===== config.mk =====
export PLATFORM = sky130hd
export DESIGN_NAME = status_reg
export DESIGN_NICKNAME = d
export VERILOG_FILES = /design/src/rtl/status_pkg.sv /design/src/rtl/stat_arith_flags.sv /design/src/rtl/stat_sys_flags.sv /design/src/rtl/status_reg.sv
export SDC_FILE = /design/constraint.sdc
export NUM_CORES = 1
export LEC_CHECK = 0
export BUFFER_PORTS_ARGS = -buffer_cell sky130_fd_sc_hd__buf_2
export CAP_MARGIN = 40
export CORE_MARGIN = 2
export CORE_UTILIZATION = 28
export CTS_CLUSTER_SIZE = 16
export DETAILED_ROUTE_END_ITERATION = 10
export PLACE_DENSITY_LB_ADDON = 0.08
export SLEW_MARGIN = 20
export SYNTH_ARGS = -nofsm -noshare
export SYNTH_HDL_FRONTEND = slang
export SYNTH_SLANG_ARGS = --single-unit
export TNS_END_PERCENT = 20

===== constraint.sdc =====
create_clock -name clk -period 1.23 [get_ports clk]
set_input_delay 0.0615 -clock clk [delete_from_list [all_inputs] [get_ports clk]]
set_output_delay 0.0615 -clock clk [all_outputs]
set_load 0.01 [all_outputs]

===== src/rtl/status_pkg.sv =====
// Shared bit positions and widths for the status flag register.
package status_pkg;
    localparam int ARITH_N = 4;
    localparam int BIT_C   = 0;
    localparam int BIT_AC  = 1;
    localparam int BIT_Z   = 2;
    localparam int BIT_OV  = 3;
    localparam int BIT_PDF = 4;
    localparam int BIT_TO  = 5;
    localparam int USED_N  = 6;
endpackage


===== src/rtl/stat_arith_flags.sv =====
// Arithmetic flag bank: one flop per flag.
// Assumes: alu_we bit i beats a software write for flag i; synchronous active-low reset.
module stat_arith_flags #(
    parameter int N = 4
) (
    input  logic         clk,
    input  logic         rst_n,
    input  logic         sw_we,
    input  logic [N-1:0] sw_val,
    input  logic [N-1:0] alu_we,
    input  logic [N-1:0] alu_val,
    output logic [N-1:0] flags_q
);
    for (genvar i = 0; i < N; i++) begin : g_flag
        // Per-flag update: reset, then ALU, then software, else hold.
        always_ff @(posedge clk) begin
            if (!rst_n)          flags_q[i] <= 1'b0;
            else if (alu_we[i])  flags_q[i] <= alu_val[i];
            else if (sw_we)      flags_q[i] <= sw_val[i];
        end

        // ALU strobe value lands on the next edge.
        a_r8_alu_wins: assert property (@(posedge clk) disable iff (!rst_n)
            alu_we[i] |=> flags_q[i] == $past(alu_val[i]));
    end

    // without any strobe, the flags hold.
    a_r9_arith_hold: assert property (@(posedge clk) disable iff (!rst_n)
        (!sw_we && alu_we == '0) |=> $stable(flags_q));
endmodule


===== src/rtl/stat_sys_flags.sv =====
// System flags: power-down (pdf_q) and time-out (to_q).
// Assumes: events are single-cycle pulses; watchdog beats halt/clear for TO,
// halt beats clear for PDF; synchronous active-low reset.
module stat_sys_flags (
    input  logic clk,
    input  logic rst_n,
    input  logic halt_ev,
    input  logic clr_wdt_ev,
    input  logic wdt_ev,
    output logic pdf_q,
    output logic to_q
);
    // Power-down flag: set by halt, cleared by clear-watchdog.
    always_ff @(posedge clk) begin
        if (!rst_n)          pdf_q <= 1'b0;
        else if (halt_ev)    pdf_q <= 1'b1;
        else if (clr_wdt_ev) pdf_q <= 1'b0;
    end

    // Time-out flag: set by expiry, cleared by halt or clear-watchdog.
    always_ff @(posedge clk) begin
        if (!rst_n)                     to_q <= 1'b0;
        else if (wdt_ev)                to_q <= 1'b1;
        else if (halt_ev || clr_wdt_ev) to_q <= 1'b0;
    end

    a_r5_halt_sets_pdf: assert property (@(posedge clk) disable iff (!rst_n)
        halt_ev |=> pdf_q);
    a_r6_clr_clears: assert property (@(posedge clk) disable iff (!rst_n)
        (clr_wdt_ev && !halt_ev && !wdt_ev) |=> (!pdf_q && !to_q));
    a_r7_wdt_sets_to: assert property (@(posedge clk) disable iff (!rst_n)
        wdt_ev |=> to_q);
endmodule


===== src/rtl/status_reg.sv =====
// Status flag register top: address decode, flag banks, read mux.
// Assumes: single-cycle write strobe; read is combinational from state.
module status_reg #(
    parameter int          ADDR_W    = 8,
    parameter int          DATA_W    = 8,
    parameter logic [ADDR_W-1:0] STAT_ADDR = 8'h0A
) (
    input  logic              clk,
    input  logic              rst_n,
    input  logic              wr_en,
    input  logic [ADDR_W-1:0] wr_addr,
    input  logic [DATA_W-1:0] wr_data,
    input  logic [3:0]        alu_we,
    input  logic [3:0]        alu_flags,
    input  logic              halt_ev,
    input  logic              clr_wdt_ev,
    input  logic              wdt_ev,
    input  logic [ADDR_W-1:0] rd_addr,
    output logic [DATA_W-1:0] rd_data
);
    import status_pkg::*;
    localparam int PAD_W = DATA_W - USED_N;

    logic                wr_hit;
    logic [ARITH_N-1:0]  arith_q;
    logic                pdf_q;
    logic                to_q;
    logic [DATA_W-1:0]   stat_word;

    assign wr_hit = wr_en && (wr_addr == STAT_ADDR);

    stat_arith_flags #(.N(ARITH_N)) u_arith (
        .clk     (clk),
        .rst_n   (rst_n),
        .sw_we   (wr_hit),
        .sw_val  (wr_data[ARITH_N-1:0]),
        .alu_we  (alu_we),
        .alu_val (alu_flags),
        .flags_q (arith_q)
    );

    stat_sys_flags u_sys (
        .clk        (clk),
        .rst_n      (rst_n),
        .halt_ev    (halt_ev),
        .clr_wdt_ev (clr_wdt_ev),
        .wdt_ev     (wdt_ev),
        .pdf_q      (pdf_q),
        .to_q       (to_q)
    );

    // Assemble the architectural word with unused bits tied low.
    always_comb begin
        stat_word = {{PAD_W{1'b0}}, to_q, pdf_q, arith_q};
    end

    // Read mux: the word at the mapped address, zero elsewhere.
    always_comb begin
        rd_data = (rd_addr == STAT_ADDR) ? stat_word : '0;
    end

    // reset leaves a cleared word.
    a_r1_reset_clear: assert property (@(posedge clk)
        !rst_n |=> (arith_q == '0 && !pdf_q && !to_q));
    // the padding bits never read as 1.
    always_comb begin
        a_r2_pad_zero: assert (rd_data[DATA_W-1:USED_N] == '0);
    end
    // a matched write with no ALU strobe loads the arithmetic flags.
    a_r3_write_loads: assert property (@(posedge clk) disable iff (!rst_n)
        (wr_hit && alu_we == '0) |=> arith_q == $past(wr_data[ARITH_N-1:0]));
    // writes alone never move the system flags.
    a_r4_sys_protected: assert property (@(posedge clk) disable iff (!rst_n)
        (wr_en && !halt_ev && !clr_wdt_ev && !wdt_ev) |=> ($stable(pdf_q) && $stable(to_q)));
endmodule


==> Word level (Yosys, flattened, before mapping) <==
Cells that the tools add are included.
{ "word_totals": {"register_bits": 6, "input_bits": 38, "out_inout_bits": 8, "word_cells": 29} }
{ "op_classes": {"n_eq_ne": 2, "muxes": 13, "n_reduce_logical": 8} }
{ "op_table": {"columns": ["op", "count"], "rows": [
  ["== test 8 x 4 -> 1 bit (second input constant)", 2],
  ["2-to-1 mux 1 bit", 12],
  ["nonzero test 2 bit", 6],
  ["2-to-1 mux 6 bit", 1],
  ["logical AND 1 bit", 1],
  ["logical OR 1 bit", 1]
]} }

==> Longest topological paths before layout <==
{ "logic_depth": {"ltp_word": 4, "mapped_depth": 3, "mapped_depth_nobuf": 3} }

==> Hierarchy <==
A second synthesis with hierarchy kept.
{ "hier_totals": {"hier_cells": 44, "hier_area_um2": 431.7} }
{ "modules_own_cells": {"columns": ["mod", "instances", "cells_per_inst", "area_per_inst_um2", "seq_area_each_um2"], "rows": [
  ["stat_arith_flags", 1, 16, 190.2, 80.1],
  ["status_reg", 1, 22, 167.7, 0.0],
  ["stat_sys_flags", 1, 6, 73.8, 40.0]
]} }

==> Worst setup path after synthesis <==
No wires, ideal clock.
{ "synth_path": {"kind": "input -> register", "startpoint": "in wr_addr[4]", "endpoint": "reg u_arith.flags_q[0]", "setup_time_ns": 0.086, "arrival_time_ns": 1.173, "t_required_ns": 1.144, "path_slack_ns": -0.029, "cell_stages": 3, "path_buffers": 0, "path_cell_list": "or4b_4 or3_4 a211oi_1"} }
{ "synth_between": {"elab_chain_cells": 3} }
{ "synth_rtl": {"columns": ["item", "line", "rtl"], "rows": [
  ["from (decl)", "status_reg.sv:11", "input logic [ADDR_W-1:0] wr_addr,"],
  ["== test 8 x 4 -> 1 bit", "status_reg.sv:30", "assign wr_hit = wr_en && (wr_addr == STAT_ADDR);"],
  ["logical AND 1 bit", "status_reg.sv:30", null],
  ["nonzero test 2 bit (no line)", null, null],
  ["to (signal, indexed assignment)", "stat_arith_flags.sv:18", "else if (alu_we[i]) flags_q[i] <= alu_val[i];"],
  ["to (signal, indexed assignment)", "stat_arith_flags.sv:19", "else if (sw_we) flags_q[i] <= sw_val[i];"],
  ["to (decl)", "stat_arith_flags.sv:12", "output logic [N-1:0] flags_q"]
]} }
Every way passes these cells.
A chain may end at the register's enable or synchronous reset.

==> Worst setup path after layout <==
{ "layout_path": {"startpoint": "in rd_addr[5]", "endpoint": "out rd_data[1]"} }
{ "layout_between": {"elab_chain_cells": 2} }
{ "layout_rtl": {"columns": ["item", "line", "rtl"], "rows": [
  ["from (decl)", "status_reg.sv:18", "input logic [ADDR_W-1:0] rd_addr,"],
  ["== test 8 x 4 -> 1 bit", "status_reg.sv:59", "rd_data = (rd_addr == STAT_ADDR) ? stat_word : '0;"],
  ["2-to-1 mux 6 bit", "status_reg.sv:59", null],
  ["to (decl)", "status_reg.sv:19", "output logic [DATA_W-1:0] rd_data"]
]} }
Every way passes these cells.

==> run metrics <==
CTS Buf Count 3; largest net degree at the start of global routing 7; Crit Path Class input pin to output port; FF+latch area 120 um^2; Critical Path RT 1.17 ns; Area Overhead vs Synth 60.4%; CTS resizes 0; post-DP HPWL 820 um; 1st-iter DRT viols 0; detailed-route DRC error count 0; Placer Congestion 0.677; cts hold-fix bufs 0; Area contributors post-synth dfxtp_1 (30%), and2_1 (9.4%), nor2_1 (9.4%), nor4b_1 (8.8%), a211oi_1 (7.5%); Buf/Inv on CP 3; slowest CP cell or4_1; H-tree levels 1; status complete, no violations; period utilization 0.964; row count 13; CTS tree done; GRT overflow 0; clk buf depth 2; Synth Flop Type dfxtp_1; clock skew 0 ns; most common cell in the netlist nor2_1; cells after synthesis 51; max-cap violation count 0; Die H 41.7 um; vias in the first global route 452; WL final 924 um; Post-synth EDFFs 0; Vias/cell 4.46; Die Footprint 0.00174 mm^2; Worst-path clk slew 0.04 ns; Startpoint Class input pin; ANT nets after route 0; static leakage 0.000336 uW; WHS 0.0530 ns; max-slew violation count 0; die width 41.7 um; CP arrival 1.12 ns; Synth area leader dfxtp_1; layout cells sized above 1 0.500; # fillers 144; # nets final 134; initial core utilization 0.302; io pins 46; # setup viols final 0; post-CTS setup buffers 0; Pre-antenna DRT Iters 1; area of the mapped netlist 398 um^2; crit-path most repeated cell buf_2; fin util 0.484; Setup crit end kind output port; design area 638 um^2; RSZ-0062 raised after global routing false; area share of the largest cell type after synthesis 0.302; Multi-input gate area 251 um^2; largest stage delay on the critical path 0.50 ns; worst skew pair latency 0.23 ns; Avg Inst Size Synth 7.80 um^2; initial antenna violation count 0; placed cell area 616 um^2; first-pass GRT wire length 1650 um; Core ar. 0.00132 mm^2; Vias 486; top cell types by occurrence after synthesis nor2_1 (10), and2_1 (6), dfxtp_1 (6); Final Hold Vio Count 0; routed len/inst 8.48 um; # diodes 0; worst path cell trace buf_2, or4_1, nor2_1, buf_4, and2_1, buf_2; VDD IR-drop max 0.463 mV; Seq/Total Area, Yosys 0.302; Synth warnings 0; Tot GR Track Use 0.122; post-synthesis cell type count 18; CP top delay family simple AND/OR/NAND/NOR gates; fin crit period 1.19 ns; CP max FO 6; Clock Tree Root clkbuf_4; Synth Register Bits 6; power per cell area 755 mW/mm^2; maximum clock rate 0.843 GHz; Async S/R FF share, synth 0; # clock sinks 6; Hold/Removal Path Class input pin to register; Port-buffer cells 39
per-stage QoR:
step	TNS, ns	setup WS [ns]	instances	total power (uW)
floorplan	0	0.0104	52	258
global placement	-0.486	-0.125	106	314
detailed placement	-0.590	-0.159	106	315
CTS	0	0.0358	109	494
global route	0	0.00263	109	523
finish	0	0.0443	109	482
path summary, 6_finish.rpt:
kind / from / endpoint / slack (ns) / cells past startpoint
min: halt_ev / u_sys.pdf_q / 0.05 / 2
min reg2reg: u_sys.to_q / u_sys.to_q / 0.50 / 2
max reg2reg: u_sys.pdf_q / u_sys.pdf_q / 0.56 / 2
max: rd_addr[5] / rd_data[1] / 0.04 / 6
layout by cell type (no fill, tap or decap), drive strengths merged:
cell type	netlist	routed
nor2	10	10
o21a	1	1
or4b	1	1
nand4bb	1	1
conb	1	2
and2	6	6
nor4b	4	4
buf	2	41
a211oi	4	4
clkbuf	0	3
nand2b	1	1
or4	1	1
or3b	1	1
or3	1	1
a21oi	1	1
dfxtp	6	6
o21ai	4	4
nor2b	2	2
inv	4	4
metal layers:
layer	vias to the layer above	part of all wire	global-route usage
li1	262	-	-
met1	203	0.42	0.125
met2	21	0.49	0.209
met3	0	0.090	0.0435
met4	0	0	0.0774
met5	-	0	0
cell type report:
cell class	instances	share of cell area
clock buffer	3	0.0353
inverter	4	0.0235
tap	15	0.0294
multi-input combinational	40	0.394
sequential	6	0.188
timing repair buffer	41	0.329
cells by family after synthesis:
logic type / synth area share
simple gates: 0.456
flops: 0.302
compound gates: 0.157
other cells: 0.00942
buf+inv: 0.0754
power breakdown:
part | internal (uW) | leakage (uW) | total [uW] | switching, uW
Sequential | 209 | 0.0000500 | 214 | 5.54
Clock | 110 | 0.0000138 | 172 | 62.1
Combinational | 59.0 | 0.000272 | 95.6 | 36.6
registers in the layout, indices dropped and copies added (netlist names):
register	cells
u_arith.flags_q	4
u_sys.to_q	1
u_sys.pdf_q	1
(Power assumes the default switching activity.)
